[src/rtl/mdio_pkg.sv]
package mdio_pkg;
    localparam int PHY_AW     = 5;
    localparam int REG_AW     = 5;
    localparam int DATA_W     = 16;
    localparam int PRE_BITS   = 32;
    localparam int HDR_BITS   = 14;                       // start, opcode, phy, reg
    localparam int BODY_BITS  = HDR_BITS + 2 + DATA_W;   // header, turnaround, data
    localparam int FRAME_BITS = PRE_BITS + BODY_BITS;
    localparam int BIT_W      = $clog2(FRAME_BITS);
    localparam int TA1_IDX    = PRE_BITS + HDR_BITS;
    localparam int TA2_IDX    = TA1_IDX + 1;
    localparam int DATA0_IDX  = TA2_IDX + 1;
    localparam int NPHY       = 1 << PHY_AW;

    typedef enum logic [1:0] {
        SEL_CTRL   = 2'd0,
        SEL_ACCESS = 2'd1,
        SEL_ALIVE  = 2'd2,
        SEL_NONE   = 2'd3
    } sel_e;

    typedef struct packed {
        logic              wr;
        logic [REG_AW-1:0] rg;
        logic [PHY_AW-1:0] phy;
        logic [DATA_W-1:0] data;
    } acc_t;
endpackage

[src/rtl/mdio_clk_div.sv]
module mdio_clk_div #(
    parameter int DIV_W = 8
) (
    input  logic             clk,
    input  logic             rst_n,
    input  logic             run_i,
    input  logic [DIV_W-1:0] div_i,
    output logic             mdc_o,
    output logic             rise_o,
    output logic             fall_o
);
    typedef struct packed {
        logic [DIV_W-1:0] cnt;
        logic             mdc;
    } div_st_t;

    div_st_t st_d, st_q;
    logic    wrap;

    always_comb begin
        wrap = (st_q.cnt >= div_i);
        st_d = st_q;
        if (!run_i) begin
            st_d.cnt = '0;
            st_d.mdc = 1'b0;
        end else if (wrap) begin
            st_d.cnt = '0;
            st_d.mdc = ~st_q.mdc;
        end else begin
            st_d.cnt = st_q.cnt + 1'b1;
        end
    end

    always_ff @(posedge clk or negedge rst_n) begin
        if (!rst_n) st_q <= '0;
        else        st_q <= st_d;
    end

    assign mdc_o  = st_q.mdc;
    assign rise_o = run_i && wrap && !st_q.mdc;
    assign fall_o = run_i && wrap &&  st_q.mdc;
endmodule

[src/rtl/mdio_frame_engine.sv]
module mdio_frame_engine
    import mdio_pkg::*;
(
    input  logic              clk,
    input  logic              rst_n,
    input  logic              start_i,
    input  acc_t              cmd_i,
    input  logic              nopre_i,
    input  logic              rise_i,
    input  logic              fall_i,
    input  logic              mdio_i,
    output logic              active_o,
    output logic              mdio_o,
    output logic              mdio_oe_o,
    output logic              done_o,
    output logic [DATA_W-1:0] rdata_o,
    output logic              ta_ok_o
);
    typedef struct packed {
        logic                  active;
        logic                  wr;
        logic [BIT_W-1:0]      bitn;
        logic [FRAME_BITS-1:0] frm;
        logic [DATA_W-1:0]     cap;
        logic                  ta_ok;
    } eng_st_t;

    eng_st_t                st_d, st_q;
    logic [BODY_BITS-1:0]   body;
    logic                   last;

    always_comb begin
        body = {2'b01,
                cmd_i.wr ? 2'b01 : 2'b10,
                cmd_i.phy,
                cmd_i.rg,
                cmd_i.wr ? 2'b10 : 2'b11,
                cmd_i.wr ? cmd_i.data : {DATA_W{1'b1}}};
        last = (st_q.bitn == BIT_W'(FRAME_BITS - 1));
        st_d = st_q;
        if (start_i && !st_q.active) begin
            st_d.active = 1'b1;
            st_d.wr     = cmd_i.wr;
            st_d.bitn   = nopre_i ? BIT_W'(PRE_BITS) : '0;
            st_d.frm    = nopre_i ? {body, {PRE_BITS{1'b0}}}
                                  : {{PRE_BITS{1'b1}}, body};
            st_d.cap    = '0;
            st_d.ta_ok  = 1'b0;
        end else if (st_q.active) begin
            if (rise_i && !st_q.wr) begin
                if (st_q.bitn == BIT_W'(TA2_IDX))
                    st_d.ta_ok = !mdio_i;
                if (st_q.bitn >= BIT_W'(DATA0_IDX))
                    st_d.cap = {st_q.cap[DATA_W-2:0], mdio_i};
            end
            if (fall_i) begin
                if (last) begin
                    st_d.active = 1'b0;
                end else begin
                    st_d.bitn = st_q.bitn + 1'b1;
                    st_d.frm  = st_q.frm << 1;
                end
            end
        end
    end

    always_ff @(posedge clk or negedge rst_n) begin
        if (!rst_n) st_q <= '0;
        else        st_q <= st_d;
    end

    assign active_o  = st_q.active;
    assign mdio_o    = st_q.active & st_q.frm[FRAME_BITS-1];
    assign mdio_oe_o = st_q.active && (st_q.wr || st_q.bitn < BIT_W'(TA1_IDX));
    assign done_o    = st_q.active && fall_i && last;
    assign rdata_o   = st_q.cap;
    assign ta_ok_o   = st_q.ta_ok;

    // once a read has let go of the line it stays released until the frame ends
    assert_rd_release_hold_R6: assert property (@(posedge clk) disable iff (!rst_n)
        (st_q.active && !st_q.wr && !mdio_oe_o) |=> (!st_q.active || !mdio_oe_o));
endmodule

[src/rtl/mdio_mgmt_ctrl.sv]
module mdio_mgmt_ctrl
    import mdio_pkg::*;
#(
    parameter int DIV_W = 8
) (
    input  logic        clk,
    input  logic        rst_n,
    input  logic        cfg_we,
    input  logic [1:0]  cfg_addr,
    input  logic [31:0] cfg_wdata,
    output logic [31:0] cfg_rdata,
    output logic        mdc,
    output logic        mdio_o,
    output logic        mdio_oe,
    input  logic        mdio_i
);
    typedef struct packed {
        logic             en;
        logic             nopre;
        logic [DIV_W-1:0] div;
        logic             busy;
        acc_t             acc;
        logic [NPHY-1:0]  alive;
    } top_st_t;

    top_st_t           st_d, st_q;
    sel_e              sel;
    logic              start;
    logic              eng_active, eng_done, eng_ta_ok;
    logic              tick_rise, tick_fall;
    logic [DATA_W-1:0] eng_rdata;

    always_comb begin
        sel   = sel_e'(cfg_addr);
        start = 1'b0;
        st_d  = st_q;
        if (cfg_we && sel == SEL_CTRL) begin
            st_d.en    = cfg_wdata[30];
            st_d.nopre = cfg_wdata[20];
            st_d.div   = cfg_wdata[DIV_W-1:0];
        end
        if (cfg_we && sel == SEL_ACCESS && !st_q.busy) begin
            st_d.acc.wr   = cfg_wdata[30];
            st_d.acc.rg   = cfg_wdata[25:21];
            st_d.acc.phy  = cfg_wdata[20:16];
            st_d.acc.data = cfg_wdata[15:0];
            if (cfg_wdata[31] && st_q.en) begin
                st_d.busy = 1'b1;
                start     = 1'b1;
            end
        end
        if (eng_done) begin
            st_d.busy = 1'b0;
            if (!st_q.acc.wr) begin
                st_d.acc.data = eng_rdata;
                if (eng_ta_ok) st_d.alive[st_q.acc.phy] = 1'b1;
            end
        end
    end

    always_ff @(posedge clk or negedge rst_n) begin
        if (!rst_n) st_q <= '0;
        else        st_q <= st_d;
    end

    always_comb begin
        case (sel)
            SEL_CTRL:   cfg_rdata = {~st_q.busy, st_q.en, 9'b0, st_q.nopre, 12'b0, 8'(st_q.div)};
            SEL_ACCESS: cfg_rdata = {st_q.busy, st_q.acc.wr, 4'b0, st_q.acc.rg, st_q.acc.phy, st_q.acc.data};
            SEL_ALIVE:  cfg_rdata = 32'(st_q.alive);
            default:    cfg_rdata = '0;
        endcase
    end

    mdio_clk_div #(.DIV_W(DIV_W)) clk_div_i (
        .clk    (clk),
        .rst_n  (rst_n),
        .run_i  (eng_active),
        .div_i  (st_q.div),
        .mdc_o  (mdc),
        .rise_o (tick_rise),
        .fall_o (tick_fall)
    );

    mdio_frame_engine engine_i (
        .clk       (clk),
        .rst_n     (rst_n),
        .start_i   (start),
        .cmd_i     (st_d.acc),
        .nopre_i   (st_q.nopre),
        .rise_i    (tick_rise),
        .fall_i    (tick_fall),
        .mdio_i    (mdio_i),
        .active_o  (eng_active),
        .mdio_o    (mdio_o),
        .mdio_oe_o (mdio_oe),
        .done_o    (eng_done),
        .rdata_o   (eng_rdata),
        .ta_ok_o   (eng_ta_ok)
    );

    // busy holds until the engine reports the end of the frame
    assert_busy_hold_R2: assert property (@(posedge clk) disable iff (!rst_n)
        (st_q.busy && !eng_done) |=> st_q.busy);

    // no clock activity while idle
    assert_mdc_idle_R4: assert property (@(posedge clk) disable iff (!rst_n)
        !st_q.busy |-> !mdc);

    // an access write during a frame leaves the command untouched
    assert_ignore_busy_write_R9: assert property (@(posedge clk) disable iff (!rst_n)
        (st_q.busy && !eng_done && cfg_we && sel == SEL_ACCESS)
        |=> ($stable(st_q.acc) && st_q.busy));

    // a disabled controller never starts a frame
    assert_no_start_disabled_R10: assert property (@(posedge clk) disable iff (!rst_n)
        !st_q.en |=> !$rose(st_q.busy));

    // the alive map moves only when a read finishes
    assert_alive_read_only_R7: assert property (@(posedge clk) disable iff (!rst_n)
        !(eng_done && !st_q.acc.wr) |=> $stable(st_q.alive));
endmodule

[config.mk]
export PLATFORM = sky130hd
export DESIGN_NAME = mdio_mgmt_ctrl
export DESIGN_NICKNAME = d
export VERILOG_FILES = /design/src/rtl/mdio_pkg.sv /design/src/rtl/mdio_clk_div.sv /design/src/rtl/mdio_frame_engine.sv /design/src/rtl/mdio_mgmt_ctrl.sv
export SDC_FILE = /design/constraint.sdc
export NUM_CORES = 1
export LEC_CHECK = 0
export ABC_AREA = 1
export BUFFER_PORTS_ARGS = -buffer_cell sky130_fd_sc_hd__buf_2
export CORE_AREA = 8 8 128 130
export CTS_CLUSTER_DIAMETER = 150
export DETAILED_ROUTE_END_ITERATION = 8
export DIE_AREA = 0 0 136 138
export GPL_TIMING_DRIVEN = 0
export PLACE_DENSITY = 0.79
export SKIP_CTS_REPAIR_TIMING = 1
export SYNTH_ARGS = -nofsm -noshare
export SYNTH_HDL_FRONTEND = slang
export SYNTH_SLANG_ARGS = --single-unit
[constraint.sdc]
create_clock -name clk -period 2.6 [get_ports clk]
set_input_delay 0.13 -clock clk [delete_from_list [all_inputs] [get_ports clk]]
set_output_delay 0.13 -clock clk [all_outputs]
set_load 0.005 [all_outputs]
==> results of run 1 <==
through the flow:
| step | hold WS (ns) | utilization (%) | power [mW] |
|---|---|---|---|
| after detailed placement | 0.0613 | 62.7 | 5.86 |
| after floorplan | -0.166 | - | 5.10 |
| after global placement | 0.415 | 62.4 | 5.77 |
| after CTS | -0.394 | 66.7 | 8.34 |
| final | 0.0000417 | 67.5 | 8.44 |
| after global routing | 0.00314 | 67.5 | 8.90 |
worst max path at each step:
stage	slack, ns	start	cells past startpoint	endpoint
after floorplan	0.54	clk_div_i.st_q[3]	13	engine_i.rdata_o[6]
after global placement	-1.14	rst_n	1	engine_i.st_q[60]
after detailed placement	0.002	st_q[63]	12	st_q[13]
after CTS	-0.03	st_q[63]	12	st_q[13]
after global routing	-0.01	st_q[61]	14	engine_i.rdata_o[4]
final	0.10	st_q[61]	14	engine_i.rdata_o[4]
sequential cells by signal (all words and copies together), names as in the netlist:
| name | count |
|---|---|
| st_q | 70 |
| engine_i.st_q | 71 |
| clk_div_i.mdc_o | 1 |
| engine_i.rdata_o | 16 |
| engine_i.active_o | 1 |
| clk_div_i.st_q | 8 |
| engine_i.ta_ok_o | 1 |
cells in the mapped netlist, drive strengths merged, types with 3 or more instances:
cell       n
a21oi     50
a22oi     10
a31oi      3
buf       28
clkbuf    23
clkinv     3
dfrtp    168
ha        10
inv      128
nand2    283
nand3     66
nand4     18
nor2     102
nor3      15
o2111ai    8
o211ai    10
o21a       9
o21ai    101
o221ai     3
o22ai     10
worst max-delay path, stage by stage, from the launching register on:
cell and delay [ns]:
dfrtp_1 0.38, inv_1 0.08, ha_1 0.32, nand2_1 0.07
nor2_1 0.09, nor2_1 0.05, nand2_1 0.07, nand2_2 0.08
a21oi_4 0.28, nand2_2 0.13, nor3_4 0.35, inv_2 0.10
buf_4 0.18, nand3_1 0.07, o21ai_0 0.10
logic make-up (layout without fill, tap and decap cells):
group,after synthesis,count (layout)
AO/OA/AOI/OAI,206,206
adder cells (fa/ha/maj),10,10
AND/OR/NAND/NOR,486,486
buffers and inverters,182,291
flip-flops,168,168
XOR/XNOR,2,2
final cells by class:
type / instances / area (um^2)
clock buffers: 21 / 470
repair buffers: 80 / 475
clock inverters: 8 / 98.8
multi-input cells: 704 / 3420
plain buffers: 51 / 272
well taps: 184 / 230
inverters: 131 / 494
flip-flops and latches: 168 / 4200
fillers: 1148 / 4650
metal layers:
metal / vias up / wire, um
li1: 3627 / -
met1: 3576 / 9880
met2: 289 / 10600
met3: 51 / 1430
met4: 0 / 760
met5: - / 0
where the power goes:
part	total [mW]	switching (mW)	internal [mW]	leakage, nW
logic	2.44	1.60	0.843	2.48
registers	3.53	0.357	3.17	2.08
clock network	2.47	1.00	1.47	0.277
==> summary.txt, run 1 <==
Fin. Hold Viols = 0
Period minus WS final = 2.50 ns
Largest fanout on the critical path = 10
Worst-Skew Late Latency = 0.43 ns
Worst reg2reg endpoint = engine_i.rdata_o[4]
Clock root buffer = clkbuf_16
IO Count = 73
Largest net degree at the start of global routing = 121
Place WS = 0.00181 ns
Commonest non-fill, non-tap cells in the layout = nand2_1, dfrtp_1, inv_1
Synth warn = 0
Number of CTS-inserted buffers = 17
Worst slew pin tran = 0.668 ns
Vias = 7543
Slew HR = 55.1%
Total routed wirelength = 22700 um
Post-synthesis average cell area = 7.94 um^2
Maxcap violations = 0
Area grow syn2layout = 15.5%
Die area = 18800 um^2
Pwr per Cell Area = 874 nW/um^2
Die Height = 138 um
Port-buffer cells = 68
WHS Endpoint = st_q[67]
Post-synthesis adder-cell area fraction = 1.50%
Initial antenna violation count = 0
Top Usage Layer GRT = met2
# DRC = 0
Pins Over Slew Limit = 0
Max clock buf depth = 2
Final instance area = 9660 um^2
Final Cycle Share = 96.1%
Area leader, netlist = dfrtp_1
FF+latch count, synth = 168
GR met1 Demand/Resource = 31.9%
Worst hold stages = 3
Worst setup EP type = register
GR Overflow Total = 0
Antenna cells = 0
Dpl hpwl = 16400 um
Total Routing Usage GR = 23.9%
Fmax = 400 MHz
Number of synthesized flops with an enable pin = 0
Leak = 4.83 nW
Layout cells sized above 1 = 13.6%
HP Class = in -> reg
Routed Antenna Nets = 0
Final Setup Violations = 0
Post-Route Setup TNS = 0 ns
Main combinational cell family by area after synthesis = simple AND/OR/NAND/NOR gates
CTS tree = done
Routing usage on met3 = 4.42%
Peak supply drop = 0.511 mV
Ys async rst share = 100%
Row cnt = 44
Cells after synthesis = 1054
Xor and xnor area share after synthesis = 0.209%
CP arrival = 2.80 ns
Reg2reg path depth = 14
Post-synthesis simple-gate area fraction = 24.9%
CP Class = reg -> reg
Hold_sp = cfg_wdata[7]
FF-to-FF Start = st_q[61]
Synthesized area = 8360 um^2
Drt via density = 5.60
Register area share after synthesis = 50.3%
Largest cells by area after synthesis = dfrtp_1, nand2_1, o21ai_0
First-pass GRT wire length = 36100 um
DR WL/cell = 16.8 um
Critical path required time = 2.90 ns
R2R setup slack = 0.10 ns
Die Width = 136 um
Drt pass-1 iters = 5
GP Congestion = 0.953
Synth Flop Type = dfrtp_1
Total core area = 14300 um^2
Outcome = finished, final reports clean
Placed cells = 1307
Yosys top cell area share = 50.3%
Net count after synthesis = 1102
Final WS setup = 0.102 ns
Starting Density = 58.4%
Placed cell areas = 8970 um^2
Vias in the first global route = 7081
Fin cells = 1347
Setup Skew = 0.00827 ns
Met2 Track Usage GR = 37.1%
Mux cell area share after synthesis = 0%
Synth unique cells = 39
Nets = 1201
DRT iter0 DRCs = 765
Synth Area in Compound Gates = 14.1%
# clock sinks = 168
Clock-pin slew on the worst setup and hold paths = 0.06 ns
Most common cell after layout, fill and taps aside = nand2_1
Critical Path Source Type = register
# H-tree levels = 4
Power figures use the tool's default switching activity.
==> run 2: changes to the inputs <==
--- a/config.mk
+++ b/config.mk
@@ -7,13 +7,14 @@
 export LEC_CHECK = 0
 export ABC_AREA = 1
 export BUFFER_PORTS_ARGS = -buffer_cell sky130_fd_sc_hd__buf_2
-export CORE_AREA = 8 8 128 130
+export CORE_AREA = 8 8 131 133
 export CTS_CLUSTER_DIAMETER = 150
 export DETAILED_ROUTE_END_ITERATION = 8
-export DIE_AREA = 0 0 136 138
+export DIE_AREA = 0 0 139 141
 export GPL_TIMING_DRIVEN = 0
-export PLACE_DENSITY = 0.79
+export PLACE_DENSITY = 0.77
 export SKIP_CTS_REPAIR_TIMING = 1
 export SYNTH_ARGS = -nofsm -noshare
 export SYNTH_HDL_FRONTEND = slang
+export SYNTH_HIERARCHICAL = 1
 export SYNTH_SLANG_ARGS = --single-unit
==> run 2 against run 1 <==
  * The run now ends with hold timing, setup timing left
  * Sequential share of layout area fell by 3.2 points
  * Register-to-register slack got worse by 0.15 ns
  * Clock skew fell by 0.0012 ns
  * Global-route usage fell by 0.70 points
  * Via count rose by 0.25%
  * Maximum frequency fell by 5.5%
  * Critical endpoint is now engine_i/st_q[52]
  * Highest routed layer unchanged
==> summary.txt, run 2 <==
Dpl hpwl = 16100 um (-1.5%)
Fin cells = 1381 (+2.5%)
Drt via density = 5.48 (-2.2%)
Post-synthesis average cell area = 8.11 um^2 (+2.2%)
Final instance area = 10400 um^2 (+8.1%)
Max incr delay on CP = 0.38 ns (about the same)
Drt pass-1 iters = 6 (+1)
Setup Skew = 0.00707 ns (-0.00120 ns)
Clock share of power = 44.8% (+15 points)
GR Overflow Total = 0 (unchanged)
Leading cell types by count after synthesis = nand2_1, dfrtp_1, inv_1
Cell mode on critical path = nand2_2
Worst slew pin tran = 0.586 ns (-0.0823 ns)
Synth warn = 6 (+6)
Largest fanout on the critical path = 7 (-3)
Synth unique cells = 35 (-10%)
Final Cycle Share = 102% (+5.6 points)
Final Setup Violations = 1 (+1)
Synth Flop Type = dfrtp_1
Vias in the first global route = 7058 (-0.32%)
Layout cells sized above 1 = 26.7% (+13 points)
Top sig layer = met4
Post-Route Setup TNS = -0.0437 ns (-0.0437 ns)
CP arrival = 2.96 ns (+0.16 ns)
Yosys top cell area share = 48.8% (-1.4 points)
Largest register FFs = 71 (unchanged)
Die area = 19600 um^2 (+4.4%)
Area leader, netlist = dfrtp_1
Fin. Hold Viols = 2 (+2)
Int Power = 4.27 mW (-22%)
Initial antenna violation count = 1 (+1)
Register area share after synthesis = 48.8% (-1.4 points)
Top reg by flops = engine_i/st_q
Net count after synthesis = 1110 (+0.73%)
Die Width = 139 um (+2.2%)
Family with the most delay on the worst path = simple AND/OR/NAND/NOR gates
Place WS = -0.606 ns (-0.608 ns)
Pins Over Slew Limit = 0 (unchanged)
Synthesized area = 8610 um^2 (+3.0%)
Maxcap violations = 0 (unchanged)
Critical Path Source Type = register
Peak supply drop = 0.466 mV (-8.8%)
Period minus WS final = 2.64 ns (+0.146 ns)
Top-count cell post-synth = nand2_1
CP Class = reg -> reg
# DRC = 0 (unchanged)
Crit-path cells = inv_1 > ha_1 > nand2_2 > nor2_4 > nand4_1 > nand3_2 > nand2_2 > nor2_2 > nand2_2 > nor2_4 > nand2_4 > buf_4 > nand3_1 > nand2_2 > nor2_4 > nand2_1 > o21ai_0 > o21ai_1
Wl on met1 = 9940 um (+0.59%)
Largest net degree at the start of global routing = 96 (-21%)
Fin util = 69.7% (+2.2 points)
Largest cells by area after synthesis = dfrtp_1, nand2_1, inv_1
Leak = 5.06 nW (+4.8%)
Fill count = 1162 (+1.2%)
First-pass GRT wire length = 36300 um (+0.61%)
Total Routing Usage GR = 23.2% (-0.70 points)
Psw = 1.27 mW (-57%)
Area grow syn2layout = 21.3%
Placed cell areas = 9230 um^2 (+2.8%)
Cells after synthesis = 1062 (+0.76%)
Clock-pin slew on the worst setup and hold paths = 0.06 ns (about the same)
Combinational power share = 6.8% (-22 points)
RSZ-0062 raised after global routing = true
Max clock buf depth = 2 (unchanged)
IO Count = 73 (unchanged)
Most common cell after layout, fill and taps aside = nand2_1
Row cnt = 45 (+2.3%)
HP Class = in -> reg
Pwr per Cell Area = 530 nW/um^2 (-39%)
Worst-Skew Late Latency = 0.43 ns (about the same)
Number of CTS-inserted buffers = 17 (unchanged)
CP bufs+invs = 2 (-1)
Starting Density = 57.5% (-0.93 points)
Ys async rst share = 100% (unchanged)
Failing checks = hold timing, setup timing
FF+latch count, synth = 168 (unchanged)
Total core area = 15000 um^2 (+4.6%)
Worst setup EP type = register
# clock sinks = 168 (unchanged)
WL met2 = 11100 um (+4.0%)
Port-buffer cells = 68 (unchanged)
# H-tree levels = 4 (unchanged)
Slew HR = 60.8% (+5.7 points)
GP Congestion = 0.897 (-5.8%)
Fmax = 378 MHz (-5.5%)
DRT iter0 DRCs = 601 (-21%)
Seq pwr share = 48.3% (+6.5 points)
DR WL/cell = 16.8 um (-0.16%)
Sw frac = 22.9% (-12 points)
Number of synthesized flops with an enable pin = 0 (unchanged)
Clock root buffer = clkbuf_16
Nets = 1228 (+2.2%)
Vias = 7562 (+0.25%)
Routed Antenna Nets = 0 (unchanged)
Final Power = 5.53 mW (-34%)
Met3 WL = 1670 um (+17%)
Commonest non-fill, non-tap cells in the layout = nand2_1, dfrtp_1, inv_1
Critical path required time = 2.91 ns (about the same)
Hold Worst Slack = -0.0183 ns (-0.0183 ns)
Placed cells = 1319 (+0.92%)
CTS tree = done
Crit-path slowest cell = dfrtp_1
Die Height = 141 um (+2.2%)
Outcome = finished, violations left
Final WS setup = -0.0437 ns (-0.146 ns)
Total routed wirelength = 23200 um (+2.4%)
[run 2: final timing paths]
path / depth (start not counted) / startpoint / slack (ns) / to
max in group asynchronous: 3 / rst_n / 1.51 / st_q[11]
worst max register to register: 18 / st_q[64] / -0.04 / engine_i/st_q[52]
worst max-delay path: 18 / st_q[64] / -0.04 / engine_i/st_q[52]
worst min-delay path: 3 / mdio_i / -0.02 / engine_i/rdata_o[0]
worst min register to register: 1 / clk_div_i/st_q[1] / 0.46 / clk_div_i/st_q[1]
min in group asynchronous: 2 / rst_n / 0.25 / engine_i/st_q[86]
[run 2: tightest hold or removal path, cell delays in order]
cell and delay (ns):
buf_2 0.11, nand2_1 0.05, o21ai_0 0.07
[run 2: layout make-up]
type                            count  area, um^2  share of cell area, %
Antenna cell                        1        2.50                 0.0240
Buffer                             67         469                   4.49
Clock buffer                       23         478                   4.58
Clock inverter                      8        96.3                  0.923
Inverter                          154         584                   5.60
Multi-Input combinational cell    673        3720                   35.7
Sequential cell                   168        4210                   40.3
Tap cell                          188         235                   2.25
Timing Repair Buffer               99         646                   6.18
[run 2: metal layers]
metal / GRT usage [%] / up-vias
li1: - / 3599
met1: 29.7 / 3651
met2: 37.3 / 272
met3: 5.47 / 40
met4: 9.30 / 0
met5: 0 / -
[run 2: logic make-up after synthesis]
group,after synthesis,share of synthesized area (%)
fa+ha+maj,10,1.45
buf+inv,221,11.8
flops,168,48.8
simple gates,436,20.9
compound gates,219,16.2
xor+xnor,8,0.814
[run 2: power groups by stage]
stage	Clock [mW]	Sequential [mW]	Combinational, mW
3_5_place_dp	0	2.72	0.310
3_3_place_gp	0	2.72	0.298
6_report	2.48	2.67	0.379
5_1_grt	2.62	2.67	0.423
2_1_floorplan	0	2.71	0.154
4_1_cts	2.51	2.67	0.311
